`config.mk`:
```
export PLATFORM = sky130hd
export DESIGN_NAME = sram_ctl
export DESIGN_NICKNAME = d
export VERILOG_FILES = /design/src/rtl/sram_ctl_pkg.sv /design/src/rtl/sram_ctl_seq.sv /design/src/rtl/sram_ctl_strobe.sv /design/src/rtl/sram_ctl_dpath.sv /design/src/rtl/sram_ctl.sv
export SDC_FILE = /design/constraint.sdc
export NUM_CORES = 1
export LEC_CHECK = 0
export ABC_AREA = 1
export BUFFER_PORTS_ARGS = -buffer_cell sky130_fd_sc_hd__buf_4
export CORE_ASPECT_RATIO = 2
export CORE_MARGIN = 1
export CORE_UTILIZATION = 42
export DETAILED_ROUTE_END_ITERATION = 7
export PLACE_DENSITY = 0.82
export SETUP_SLACK_MARGIN = 0.5
export SLEW_MARGIN = 5
export SYNTH_ARGS = -nofsm -noshare
export SYNTH_HDL_FRONTEND = slang
export SYNTH_SLANG_ARGS = --single-unit
```
`constraint.sdc`:
```
create_clock -name clk -period 2.5 [get_ports clk]
set_input_delay 0.375 -clock clk [delete_from_list [all_inputs] [get_ports clk]]
set_output_delay 0.375 -clock clk [all_outputs]
set_load 0.005 [all_outputs]
```
`src/rtl/sram_ctl_pkg.sv`:
```
package sram_ctl_pkg;

    typedef enum logic [2:0] {
        ST_IDLE,
        ST_RD,
        ST_WR_TA,
        ST_WR_DATA,
        ST_WR_HOLD
    } seq_state_e;

    typedef struct packed {
        logic ce_n;
        logic ce2;
        logic oe_n;
        logic we_n;
        logic dq_oe;
    } strobe_t;

    typedef struct packed {
        int t_rc;
        int t_oe;
        int t_wc;
        int t_aw;
        int t_wp;
        int t_dw;
        int t_whz;
    } grade_t;

    function automatic grade_t grade_timing(input bit slow);
        grade_t g;
        g.t_rc  = slow ? 70 : 35;
        g.t_oe  = slow ? 35 : 25;
        g.t_wc  = slow ? 70 : 35;
        g.t_aw  = slow ? 60 : 30;
        g.t_wp  = slow ? 50 : 25;
        g.t_dw  = slow ? 30 : 20;
        g.t_whz = slow ? 25 : 15;
        return g;
    endfunction

    function automatic int imax(input int a, input int b);
        return (a > b) ? a : b;
    endfunction

    // whole clocks covering ns, never below one
    function automatic int cycles_for(input int ns, input int period);
        int c;
        c = (ns + period - 1) / period;
        return (c < 1) ? 1 : c;
    endfunction

endpackage

```
`src/rtl/sram_ctl_seq.sv`:
```
module sram_ctl_seq
    import sram_ctl_pkg::*;
#(
    parameter int RD_CYC = 9,
    parameter int TA_CYC = 4,
    parameter int DP_CYC = 5,
    parameter int CNT_W  = 4
) (
    input  logic       clk,
    input  logic       rst,
    input  logic       req,
    input  logic       req_we,
    output seq_state_e state,
    output logic       accept,
    output logic       capture,
    output logic       done
);

    logic [CNT_W-1:0] cnt;
    logic             expired;

    assign expired = (cnt == '0);
    assign accept  = (state == ST_IDLE) && req;
    assign capture = (state == ST_RD) && expired;

    always_ff @(posedge clk) begin
        if (rst) begin
            state <= ST_IDLE;
            cnt   <= '0;
            done  <= 1'b0;
        end else begin
            done <= 1'b0;
            unique case (state)
                ST_IDLE: begin
                    if (req) begin
                        if (req_we) begin
                            state <= ST_WR_TA;
                            cnt   <= CNT_W'(TA_CYC - 1);
                        end else begin
                            state <= ST_RD;
                            cnt   <= CNT_W'(RD_CYC - 1);
                        end
                    end
                end
                ST_RD: begin
                    if (expired) begin
                        state <= ST_IDLE;
                        done  <= 1'b1;
                    end else begin
                        cnt <= cnt - 1'b1;
                    end
                end
                ST_WR_TA: begin
                    if (expired) begin
                        state <= ST_WR_DATA;
                        cnt   <= CNT_W'(DP_CYC - 1);
                    end else begin
                        cnt <= cnt - 1'b1;
                    end
                end
                ST_WR_DATA: begin
                    if (expired) state <= ST_WR_HOLD;
                    else         cnt   <= cnt - 1'b1;
                end
                ST_WR_HOLD: begin
                    state <= ST_IDLE;
                    done  <= 1'b1;
                end
                default: state <= ST_IDLE;
            endcase
        end
    end

endmodule

```
`src/rtl/sram_ctl_strobe.sv`:
```
module sram_ctl_strobe
    import sram_ctl_pkg::*;
(
    input  seq_state_e state,
    output strobe_t    strb
);

    always_comb begin
        strb = '{ce_n: 1'b1, ce2: 1'b0, oe_n: 1'b1, we_n: 1'b1, dq_oe: 1'b0};
        unique case (state)
            ST_RD:      strb = '{ce_n: 1'b0, ce2: 1'b1, oe_n: 1'b0, we_n: 1'b1, dq_oe: 1'b0};
            ST_WR_TA:   strb = '{ce_n: 1'b0, ce2: 1'b1, oe_n: 1'b1, we_n: 1'b0, dq_oe: 1'b0};
            ST_WR_DATA: strb = '{ce_n: 1'b0, ce2: 1'b1, oe_n: 1'b1, we_n: 1'b0, dq_oe: 1'b1};
            ST_WR_HOLD: strb = '{ce_n: 1'b0, ce2: 1'b1, oe_n: 1'b1, we_n: 1'b1, dq_oe: 1'b1};
            default:    ;
        endcase
    end

endmodule

```
`src/rtl/sram_ctl_dpath.sv`:
```
module sram_ctl_dpath #(
    parameter int ADDR_W = 13,
    parameter int DATA_W = 8
) (
    input  logic              clk,
    input  logic              rst,
    input  logic              accept,
    input  logic              capture,
    input  logic [ADDR_W-1:0] req_addr,
    input  logic [DATA_W-1:0] req_wdata,
    input  logic [DATA_W-1:0] mem_dq_i,
    output logic [ADDR_W-1:0] mem_addr,
    output logic [DATA_W-1:0] mem_dq_o,
    output logic [DATA_W-1:0] rd_data
);

    always_ff @(posedge clk) begin
        if (rst) begin
            mem_addr <= '0;
            mem_dq_o <= '0;
            rd_data  <= '0;
        end else begin
            if (accept) begin
                mem_addr <= req_addr;
                mem_dq_o <= req_wdata;
            end
            if (capture) rd_data <= mem_dq_i;
        end
    end

endmodule

```
`src/rtl/sram_ctl.sv`:
```
module sram_ctl
    import sram_ctl_pkg::*;
#(
    parameter int ADDR_W     = 13,
    parameter int DATA_W     = 8,
    parameter int CLK_NS     = 4,
    parameter bit SLOW_GRADE = 1'b0
) (
    input  logic              clk,
    input  logic              rst,
    input  logic              req,
    input  logic              req_we,
    input  logic [ADDR_W-1:0] req_addr,
    input  logic [DATA_W-1:0] req_wdata,
    output logic [DATA_W-1:0] rd_data,
    output logic              done,
    output logic [ADDR_W-1:0] mem_addr,
    output logic              mem_ce_n,
    output logic              mem_ce2,
    output logic              mem_oe_n,
    output logic              mem_we_n,
    output logic [DATA_W-1:0] mem_dq_o,
    output logic              mem_dq_oe,
    input  logic [DATA_W-1:0] mem_dq_i
);

    localparam grade_t TM     = grade_timing(SLOW_GRADE);
    localparam int     RD_CYC = cycles_for(imax(TM.t_rc, TM.t_oe), CLK_NS);
    localparam int     TA_CYC = cycles_for(TM.t_whz, CLK_NS);
    localparam int     SU_CYC = cycles_for(TM.t_dw, CLK_NS);
    localparam int     WE_CYC = imax(cycles_for(imax(imax(TM.t_wp, TM.t_aw), TM.t_wc), CLK_NS),
                                     TA_CYC + SU_CYC);
    localparam int     DP_CYC = WE_CYC - TA_CYC;
    localparam int     CNT_W  = $clog2(imax(RD_CYC, imax(TA_CYC, DP_CYC)) + 1);

    seq_state_e state;
    strobe_t    strb;
    logic       accept;
    logic       capture;

    sram_ctl_seq #(
        .RD_CYC (RD_CYC),
        .TA_CYC (TA_CYC),
        .DP_CYC (DP_CYC),
        .CNT_W  (CNT_W)
    ) u_seq (
        .clk     (clk),
        .rst     (rst),
        .req     (req),
        .req_we  (req_we),
        .state   (state),
        .accept  (accept),
        .capture (capture),
        .done    (done)
    );

    sram_ctl_strobe u_strobe (
        .state (state),
        .strb  (strb)
    );

    sram_ctl_dpath #(
        .ADDR_W (ADDR_W),
        .DATA_W (DATA_W)
    ) u_dpath (
        .clk       (clk),
        .rst       (rst),
        .accept    (accept),
        .capture   (capture),
        .req_addr  (req_addr),
        .req_wdata (req_wdata),
        .mem_dq_i  (mem_dq_i),
        .mem_addr  (mem_addr),
        .mem_dq_o  (mem_dq_o),
        .rd_data   (rd_data)
    );

    assign mem_ce_n  = strb.ce_n;
    assign mem_ce2   = strb.ce2;
    assign mem_oe_n  = strb.oe_n;
    assign mem_we_n  = strb.we_n;
    assign mem_dq_oe = strb.dq_oe;

endmodule

```
======== After elaboration in Yosys (flattened, before gate mapping) ========
Index checks and enable logic that the tools add are counted.
cells by class
  equal/unequal tests ..................... 9
  reductions and logical operators ........ 8
  $add $sub $neg .......................... 1
  multiplexer cells ....................... 14
operators by type and width
  kind                   count
  $pmux W5 S4            1
  $mux W4                4
  $mux W3                4
  $pmux W3 S4            1
  $pmux W4 S3            1
  $eq A3 B2 Y1 const B   2
  $ne A2 B1 Y1 const B   3
  $logic_not A4 Y1       1
  $ne A2 B2 Y1 const B   2
  $reduce_and A4 Y1      1
  $sub A4 B1 Y4 const B  1
  $eq A3 B1 Y1 const B   1
  $eq A3 B3 Y1 const B   1
  $logic_not A3 Y1       1
  $reduce_and A3 Y1      1
  $reduce_bool A3 Y1     1
  $logic_and A1 B1 Y1    2
  $mux W2                1
  $pmux W1 S2            1
  $reduce_or A2 Y1       1
  $mux W1                1
storage, ports and cells
  word-level logic and storage cells ...... 38
  output and inout port bits .............. 35
  bits in registers ....................... 37
  bits of input ports ..................... 33

======== Depth between registers and ports, before layout ========
Gate-level depths: netlist of the first run.
  word-level depth ........................ 4
  depth in mapped cells ................... 10
  depth with buffers taken out ............ 10

======== Cells and area by module ========
A second synthesis of the first run with hierarchy kept.
second synthesis, totals
  cells, all modules ...................... 274
  area total of the unflattened synthesis .. 1779.2 µm²
by module, submodules not included
  module           times used  cells an instance  sequential area each (µm²)  area an instance (µm²)
  sram_ctl_dpath   1           185                580.6                       1237.4
  sram_ctl_seq     1           76                 160.2                       486.7
  sram_ctl_strobe  1           13                 0.0                         55.1

======== Worst setup path before layout of the first run ========
OpenSTA, ideal clock, no wires.
  path type ............................... reg2reg
  start point ............................. reg u_seq.cnt[0]
  end point ............................... reg u_seq.cnt[2]
  cell stages (with the launch flop) ...... 11
  required time ........................... 2391 ps
  arrival ................................. 1142 ps
  slack ................................... 1248 ps
  library setup time ...................... 109 ps
  path buffers ............................ 0
  clock period less this slack ............ 1252 ps
  cells stage by stage .................... dfxtp_1 inv_1 ha_1 nand3_4 inv_1 nand2_1 nand3_2 inv_2 nand2_1 nand2_1 nor2_1
between the ends
  cells in the longest elaborated chain, start to end .. 3
  elaborated cells on any way between the ends .. 7
  classes of those cells .................. add/sub: 1; eq/ne: 1; mux: 3; reduce/logical: 2
ends and longest elaborated chain
  what                                                      line                                    RTL
  from (decl)                                               sram_ctl_seq.sv:19                      logic [CNT_W-1:0] cnt;
  from (signal assigned)                                    sram_ctl_seq.sv:38                      cnt <= CNT_W'(TA_CYC - 1);
  from (signal assigned)                                    sram_ctl_seq.sv:41                      cnt <= CNT_W'(RD_CYC - 1);
  from (signal assigned)                                    sram_ctl_seq.sv:50                      cnt <= cnt - 1'b1;
  $sub A4 B1 Y4 / $logic_not A4 Y1 (equally long branches)  --
  $mux W4 (tied with other cells)                           sram_ctl_seq.sv:46, sram_ctl_seq.sv:62
  $pmux W4 S3 / $reduce_and A3 Y1 (equally long branches)   --
Several ways; a longest one is shown, not always the timed one. The select of a mux whose other input is x is not followed.
A chain may end at the register's enable or synchronous reset.

======== Worst setup path after layout of the first run ========
  start point ............................. reg u_seq.state[1]
  end point ............................... out mem_ce_n
between the ends
  cells in the longest elaborated chain, start to end .. 2
  elaborated cells on any way between the ends .. 5
  classes of those cells .................. eq/ne: 4; mux: 1
ends and longest elaborated chain
  what                                  line                   RTL
  from (decl)                           sram_ctl_seq.sv:13     output seq_state_e state,
  from (signal assigned)                sram_ctl_seq.sv:28     state <= ST_IDLE;
  from (signal assigned)                sram_ctl_seq.sv:37     state <= ST_WR_TA;
  from (signal assigned)                sram_ctl_seq.sv:40     state <= ST_RD;
  $eq A3 B3 Y1 (tied with other cells)  sram_ctl_strobe.sv:10  unique case (state)
  $pmux W5 S4 *                         sram_ctl_strobe.sv:10
  to (decl)                             sram_ctl.sv:18         output logic mem_ce_n,
Every way passes the cells marked *; elsewhere a longest branch is shown, timed or not.

==> impl_metrics.toml, run 1 <==
[run_status]
status = "complete, no violations"

[synth]
ys_seq_area_share_pct = 47.02
synth_edf_count = 0
ys_ff_latch = 37
synth_top_cell_area_share_pct = 47.02
yosys_warnings = 0
synth_area_per_cell_um2 = 7.647
syn_nets = 240
synth.distinct_cells = 24
synthCells = 206
ys.flop_type = "dfxtp_1"
async_flop_share_pct = 0
synth.largest_area_cell = "dfxtp_1"
syn_area_mm2 = 0.001575
synth_area_leaders = "dfxtp_1, a21oi_1, o21ai_1"

[timing]
finalWorstPathRequiredPeriod_ns = 1.670
setup_viol = 0
fin_crit_sh_pct = 66.79
maxSlewViolCount = 0
rsz0062_at_grt = "false"
skew_ns = 0.006149
tns_ns = 0
maxSlewHeadroom_pct = 54.76
hold_violations = 0
worst_pin_slew_ns = 0.6779
fmax_mhz = 598.9

[power_and_ir_drop]
seqPwrFrac_pct = 38.1
vdd_drop_max_uv = 623.3
power_mw = 2.339
p_sw_share_pct = 36.87
switchingPower_uw = 862.3
p_leak_nw = 1.090
power-per-cell-area_mw_per_mm2 = 1053
pwr-share-clk_pct = 18.6
intPower_mw = 1.477
combinationalPowerShare_pct = 43.3

[global_routing]
grt_pass1_vias = 1306
overflow = 0
top_usage_layer = "met2"
grtUsageMet1_pct = 18.09
use_met3_pct = 3.878
antenna_found_initial = 0
grt_use_met2_pct = 32.94
grt_pass1_wl_mm = 5.299
grt_usage_pct = 18.04
grt_max_degree = 41

[floorplanning]
dieWidth_um = 45.31
ios = 68
dieArea_mm2 = 0.004014
start_util_pct = 43.67
die_h_um = 88.61
rows = 31
core_region_area_mm2 = 0.003607

[placement]
portBuffers = 67
place_area_mm2 = 0.002125
hpwl_mm = 2.738
gp_congestion = 0.8362
placed_cells = 318

[layout]
syn_to_final_growth_pct = 40.98
multi_input_area_um2 = 645.6
fillers = 334
finalNetCount = 310
drive_gt1_share_pct = 37.55
regArea_um2 = 740.7
final_cells = 326
fin_area_mm2 = 0.002221
diodes = 0

[clock_network]
postCtsHoldBufs = 0
clkTransAtPathRegs_ns = 0.07
insertion_delay_ns = 0.29
h-tree-depth = 2
cts_resized = 0
cts-root-buf = "clkbuf_8"
cts_sinks = 37
post_cts_buffers = 0
clk_path_buf_depth = 2
numCtsBuffers = 5
cts_tree = "yes"

[critical_path]
r2r_end = "u_dpath.mem_addr[6]"
cp-start-kind = "flop"
crit_end = "mem_ce_n"
cp.arrival_ns = 1.29
worstPathMaxFanout = 5
crit_required_ns = 2.12
reg2reg_setup_slack_ns = 0.84
crit_type = "flop to primary output"
critPathLaunch = "u_seq.state[1]"
reg2reg_depth = 4
setup.worst_path.end_class = "primary output"
timing.rr.start = "u_seq.state[0]"

[routing]
wl_mm = 3.520
drt_iter0_drc = 12
drtAntennaViolNets = 0
drt_pass1_iterations = 4
vias = 1507
viasPerCell = 4.623
route.detailed.drc = 0
post_drt_wl_per_cell_um = 10.80

[flow_run]
maxCapViolations = 0

[min_path]
min_path_type = "primary input to flop"
logic make-up (layout without fill, tap and decap cells):
kind of cell,count (synthesis),count (layout),synth area share [%]
simple gates,61,61,20.33
buf+inv,46,117,11.99
fa+ha+maj,1,1,0.7942
flops,37,37,47.02
compound gates,60,60,19.30
xor+xnor,1,1,0.5561
state kept, by name, summed over array words and instances, names as in the netlist:
register,count
u_dpath.mem_addr,13
u_seq.state,3
u_seq.done,1
u_dpath.rd_data,8
u_dpath.mem_dq_o,8
u_seq.cnt,4
power groups by stage:
stage                     sequential [mW]  combinational, mW  clock, mW
after floorplan                     0.908              0.581          0
final                               0.892               1.01      0.435
after global routing                0.912               1.14      0.477
after detailed placement            0.904               1.02          0
after global placement              0.900              0.997          0
after CTS                           0.893               1.03      0.449
cell usage after synthesis (3+ instances only):
| cell type | number |
|---|---|
| inv_2 | 6 |
| nand2_1 | 27 |
| a21oi_1 | 27 |
| nor2_1 | 12 |
| dfxtp_1 | 37 |
| nor2_2 | 11 |
| nand3_2 | 3 |
| o21ai_0 | 5 |
| inv_1 | 32 |
| o21ai_1 | 27 |
layer usage:
| layer | wire, µm | up-vias |
|---|---|---|
| met5 | 0 | - |
| met4 | 57 | 0 |
| met3 | 114 | 4 |
| met2 | 2095 | 38 |
| met1 | 1252 | 679 |
| li1 | - | 786 |
layout by cell type, fill, tap and decap left out:
cell type | synthesis | layout
nand3_2 | 3 | 3
nand3_1 | 2 | 2
nor2_8 | 1 | 1
nand2_1 | 27 | 27
ha_1 | 1 | 1
xor2_1 | 1 | 1
buf_4 | 2 | 70
nor3_1 | 2 | 2
clkinv_4 | 0 | 1
a21oi_1 | 27 | 27
a21oi_2 | 1 | 1
inv_1 | 32 | 32
o21ai_0 | 5 | 5
nand2_2 | 1 | 1
inv_2 | 6 | 6
nor2_1 | 12 | 12
o21ai_1 | 27 | 27
clkbuf_8 | 0 | 6
dfxtp_1 | 37 | 37
nor2_4 | 1 | 1
clkinv_2 | 0 | 1
nand3_4 | 1 | 1
nor2_2 | 11 | 11
inv_6 | 1 | 1
worst min path at each step:
stage,slack [ns],depth (start not counted),startpoint,end
after CTS,0.30,2,rst,u_seq.done
final,0.30,2,rst,u_seq.done
after global placement,0.43,2,u_dpath.mem_addr[4],u_dpath.mem_addr[4]
after global routing,0.31,2,rst,u_seq.done
after floorplan,0.44,1,rst,u_seq.done
after detailed placement,0.44,2,u_dpath.mem_dq_o[2],u_dpath.mem_dq_o[2]
layout make-up:
| type | instances | area share (%) |
|---|---|---|
| Sequential cell | 37 | 33.35 |
| Inverter | 39 | 6.817 |
| Clock inverter | 2 | 0.6197 |
| Multi-Input combinational cell | 123 | 29.07 |
| Clock buffer | 6 | 3.718 |
| Tap cell | 49 | 2.761 |
| Timing Repair Buffer | 70 | 23.66 |
worst max-delay path: stages (launching register included):
cell and delay (ns):
dfxtp_1 0.42, nor2_4 0.07, nor2_2 0.17, inv_1 0.10, nand2_1 0.09, inv_1 0.04, buf_4 0.12
per-stage QoR:
stage               hold WS (ns)  util, %  setup WS [ns]
global placement          0.4331    58.90         0.8908
detailed placement        0.4398    58.90         0.8332
global route              0.3102    61.57         0.6316
finish                    0.3000    61.57         0.8302
floorplan                 0.4374        -          1.248
CTS                       0.2985    61.57         0.8174
Power figures use the tool's default switching activity.
==> run 2, diff against run 1 <==
--- a/config.mk
+++ b/config.mk
@@ -11,7 +11,7 @@
 export CORE_MARGIN = 1
 export CORE_UTILIZATION = 42
 export DETAILED_ROUTE_END_ITERATION = 7
-export PLACE_DENSITY = 0.82
+export PLACE_DENSITY = 0.85
 export SETUP_SLACK_MARGIN = 0.5
 export SLEW_MARGIN = 5
 export SYNTH_ARGS = -nofsm -noshare
==> constraint.sdc (replaced) <==
create_clock -name clk -period 1.36 [get_ports clk]
set_input_delay 0.204 -clock clk [delete_from_list [all_inputs] [get_ports clk]]
set_output_delay 0.204 -clock clk [all_outputs]
set_load 0.005 [all_outputs]
==> impl_metrics.toml, run 2 (synthesized netlist as in run 1, its figures left out) <==
[timing]
rsz0062_at_grt = "true"
worst_pin_slew_ns = 0.2476
setup_viol = 0
maxSlewHeadroom_pct = 83.43
setup_ws_ns = 0.02255
maxSlewViolCount = 0
hold_violations = 0
fin_crit_sh_pct = 98.34
skew_ns = 0.004388
fmax_mhz = 747.7
finalWorstPathRequiredPeriod_ns = 1.337

[layout]
fin_area_mm2 = 0.002676
multi_input_area_um2 = 754.5
largest_register_ffs = 13
drive_gt1_share_pct = 61.64
largestRegisters = "u_dpath.mem_addr: 13 flops, u_dpath.mem_dq_o: 8 flops, u_dpath.rd_data: 8 flops"
layout_common_cells = "buf_4, dfxtp_2, buf_6"
syn_to_final_growth_pct = 69.90
diodes = 0
fillers = 250
final_common_cell = "buf_4"
finalNetCount = 326
regArea_um2 = 789.5
largest-register = "u_dpath.mem_addr"

[global_routing]
overflow = 0
grt_pass1_vias = 1551
grt_usage_pct = 21.07
grt_max_degree = 43
antenna_found_initial = 0
grt_pass1_wl_mm = 6.230

[min_path]
hold_end = "u_dpath.rd_data[4]"
min_path_type = "primary input to flop"
worstHoldStart = "mem_dq_i[4]"
hold_depth = 3

[routing]
drtAntennaViolNets = 0
vias = 1689
drt_iter0_drc = 42
drt_pass1_iterations = 4
viasPerCell = 4.953
route.detailed.drc = 0
post_drt_wl_per_cell_um = 13.90
wl_mm = 4.739

[power_and_ir_drop]
pwr-share-clk_pct = 14.3
vdd_drop_max_uv = 1277
p_sw_share_pct = 36.80
intPower_mw = 3.361
p_leak_nw = 1.231
seqPwrFrac_pct = 34.0
combinationalPowerShare_pct = 51.7
switchingPower_mw = 1.957
power-per-cell-area_mw_per_mm2 = 1987
power_mw = 5.318

[critical_path]
timing.rr.start = "u_seq.state[1]"
path_common_cell = "nand2_2"
worstPathMaxFanout = 3
reg2reg_setup_slack_ns = 0.04
cpMaxStageDelayCell = "dfxtp_4"
r2r_end = "u_dpath.mem_addr[9]"
crit_required_ns = 1.16
cp.arrival_ns = 1.13
reg2reg_depth = 6
crit_type = "flop to primary output"
critPathMaxStageDelay_ns = 0.36
setup.worst_path.end_class = "primary output"
cp-start-kind = "flop"
crit_chain = "nor2_4 > nand2_2 > nand2_2 > inv_2 > buf_6"

[floorplanning]
rows = 31
dieArea_mm2 = 0.004014
start_util_pct = 43.67
dieWidth_um = 45.31
ios = 68
die_h_um = 88.61
core_region_area_mm2 = 0.003607

[placement]
hpwl_mm = 2.751
portBuffers = 67
pre_cts_ws_ns = 0.1390
gp_congestion = 0.8226
place_area_mm2 = 0.002156

[clock_network]
numCtsBuffers = 5
clk_path_buf_depth = 2
clkTransAtPathRegs_ns = 0.07
h-tree-depth = 2
cts-root-buf = "clkbuf_8"
cts_tree = "yes"
insertion_delay_ns = 0.28
cts_sinks = 37

[run_status]
status = "complete, no violations"

[flow_run]
maxCapViolations = 0
-- run 2: metrics by stage --
step                      cells  hold WS (ns)  setup TNS (ns)  util (%)
after detailed placement    318        0.4262               0     59.76
after global placement      318        0.4277               0     59.76
final                       341        0.1447               0     74.19
after CTS                   333        0.1186               0     69.51
after floorplan             206        0.2657               0         -
after global routing        341        0.1354        -0.07438     74.19
-- run 2: cell type report --
type	instances	area share, %
multi-input cells	123	28.19
flip-flops and latches	37	29.50
repair buffers	86	30.72
clock buffers	6	3.086
well taps	49	2.291
inverters	39	5.937
clock inverters	1	0.2805
-- run 2: power groups by stage --
stage	Clock, mW	Combinational, mW	Sequential (mW)
CTS	0.788	2.33	1.78
finish	0.761	2.75	1.81
global route	0.825	2.94	1.84
global placement	0	1.88	1.66
floorplan	0	1.12	1.68
detailed placement	0	1.92	1.68
-- run 2: how the worst max path moves through the flow --
stage | from | depth (start not counted) | slack, ns | to
3_5_place_dp | u_seq.state[0] | 7 | 0.14 | u_dpath.rd_data[3]
2_1_floorplan | u_seq.cnt[1] | 10 | 0.25 | u_seq.cnt[2]
3_3_place_gp | u_seq.state[0] | 7 | 0.16 | u_dpath.rd_data[5]
5_1_grt | u_seq.state[1] | 6 | -0.03 | mem_ce_n
4_1_cts | u_seq.state[0] | 5 | 0.04 | mem_ce_n
6_report | u_seq.state[1] | 5 | 0.02 | mem_ce_n
-- run 2: worst max-delay path, delay by kind of cell, from the launching register on --
family,cells,cell delay (ns)
buffers and inverters,2,0.14
AND/OR/NAND/NOR,3,0.36
flip-flops,1,0.36
-- run 2: per-layer routing --
metal | wire, µm | vias up | global-route usage, %
met5 | 0 | - | 0
met4 | 102 | 0 | 8.540
met3 | 165 | 10 | 5.102
met2 | 2814 | 65 | 41.11
met1 | 1657 | 796 | 19.33
li1 | - | 818 | -
-- run 2: what timing repair did --
action	CTS	global route
cloned	0	2
endpoints found under the setup margin	72	72
buffers inserted	8	6
pin swaps	6	9
endpoints found under the hold margin	0	0
hold buffers	0	0
gates resized for setup	72	23
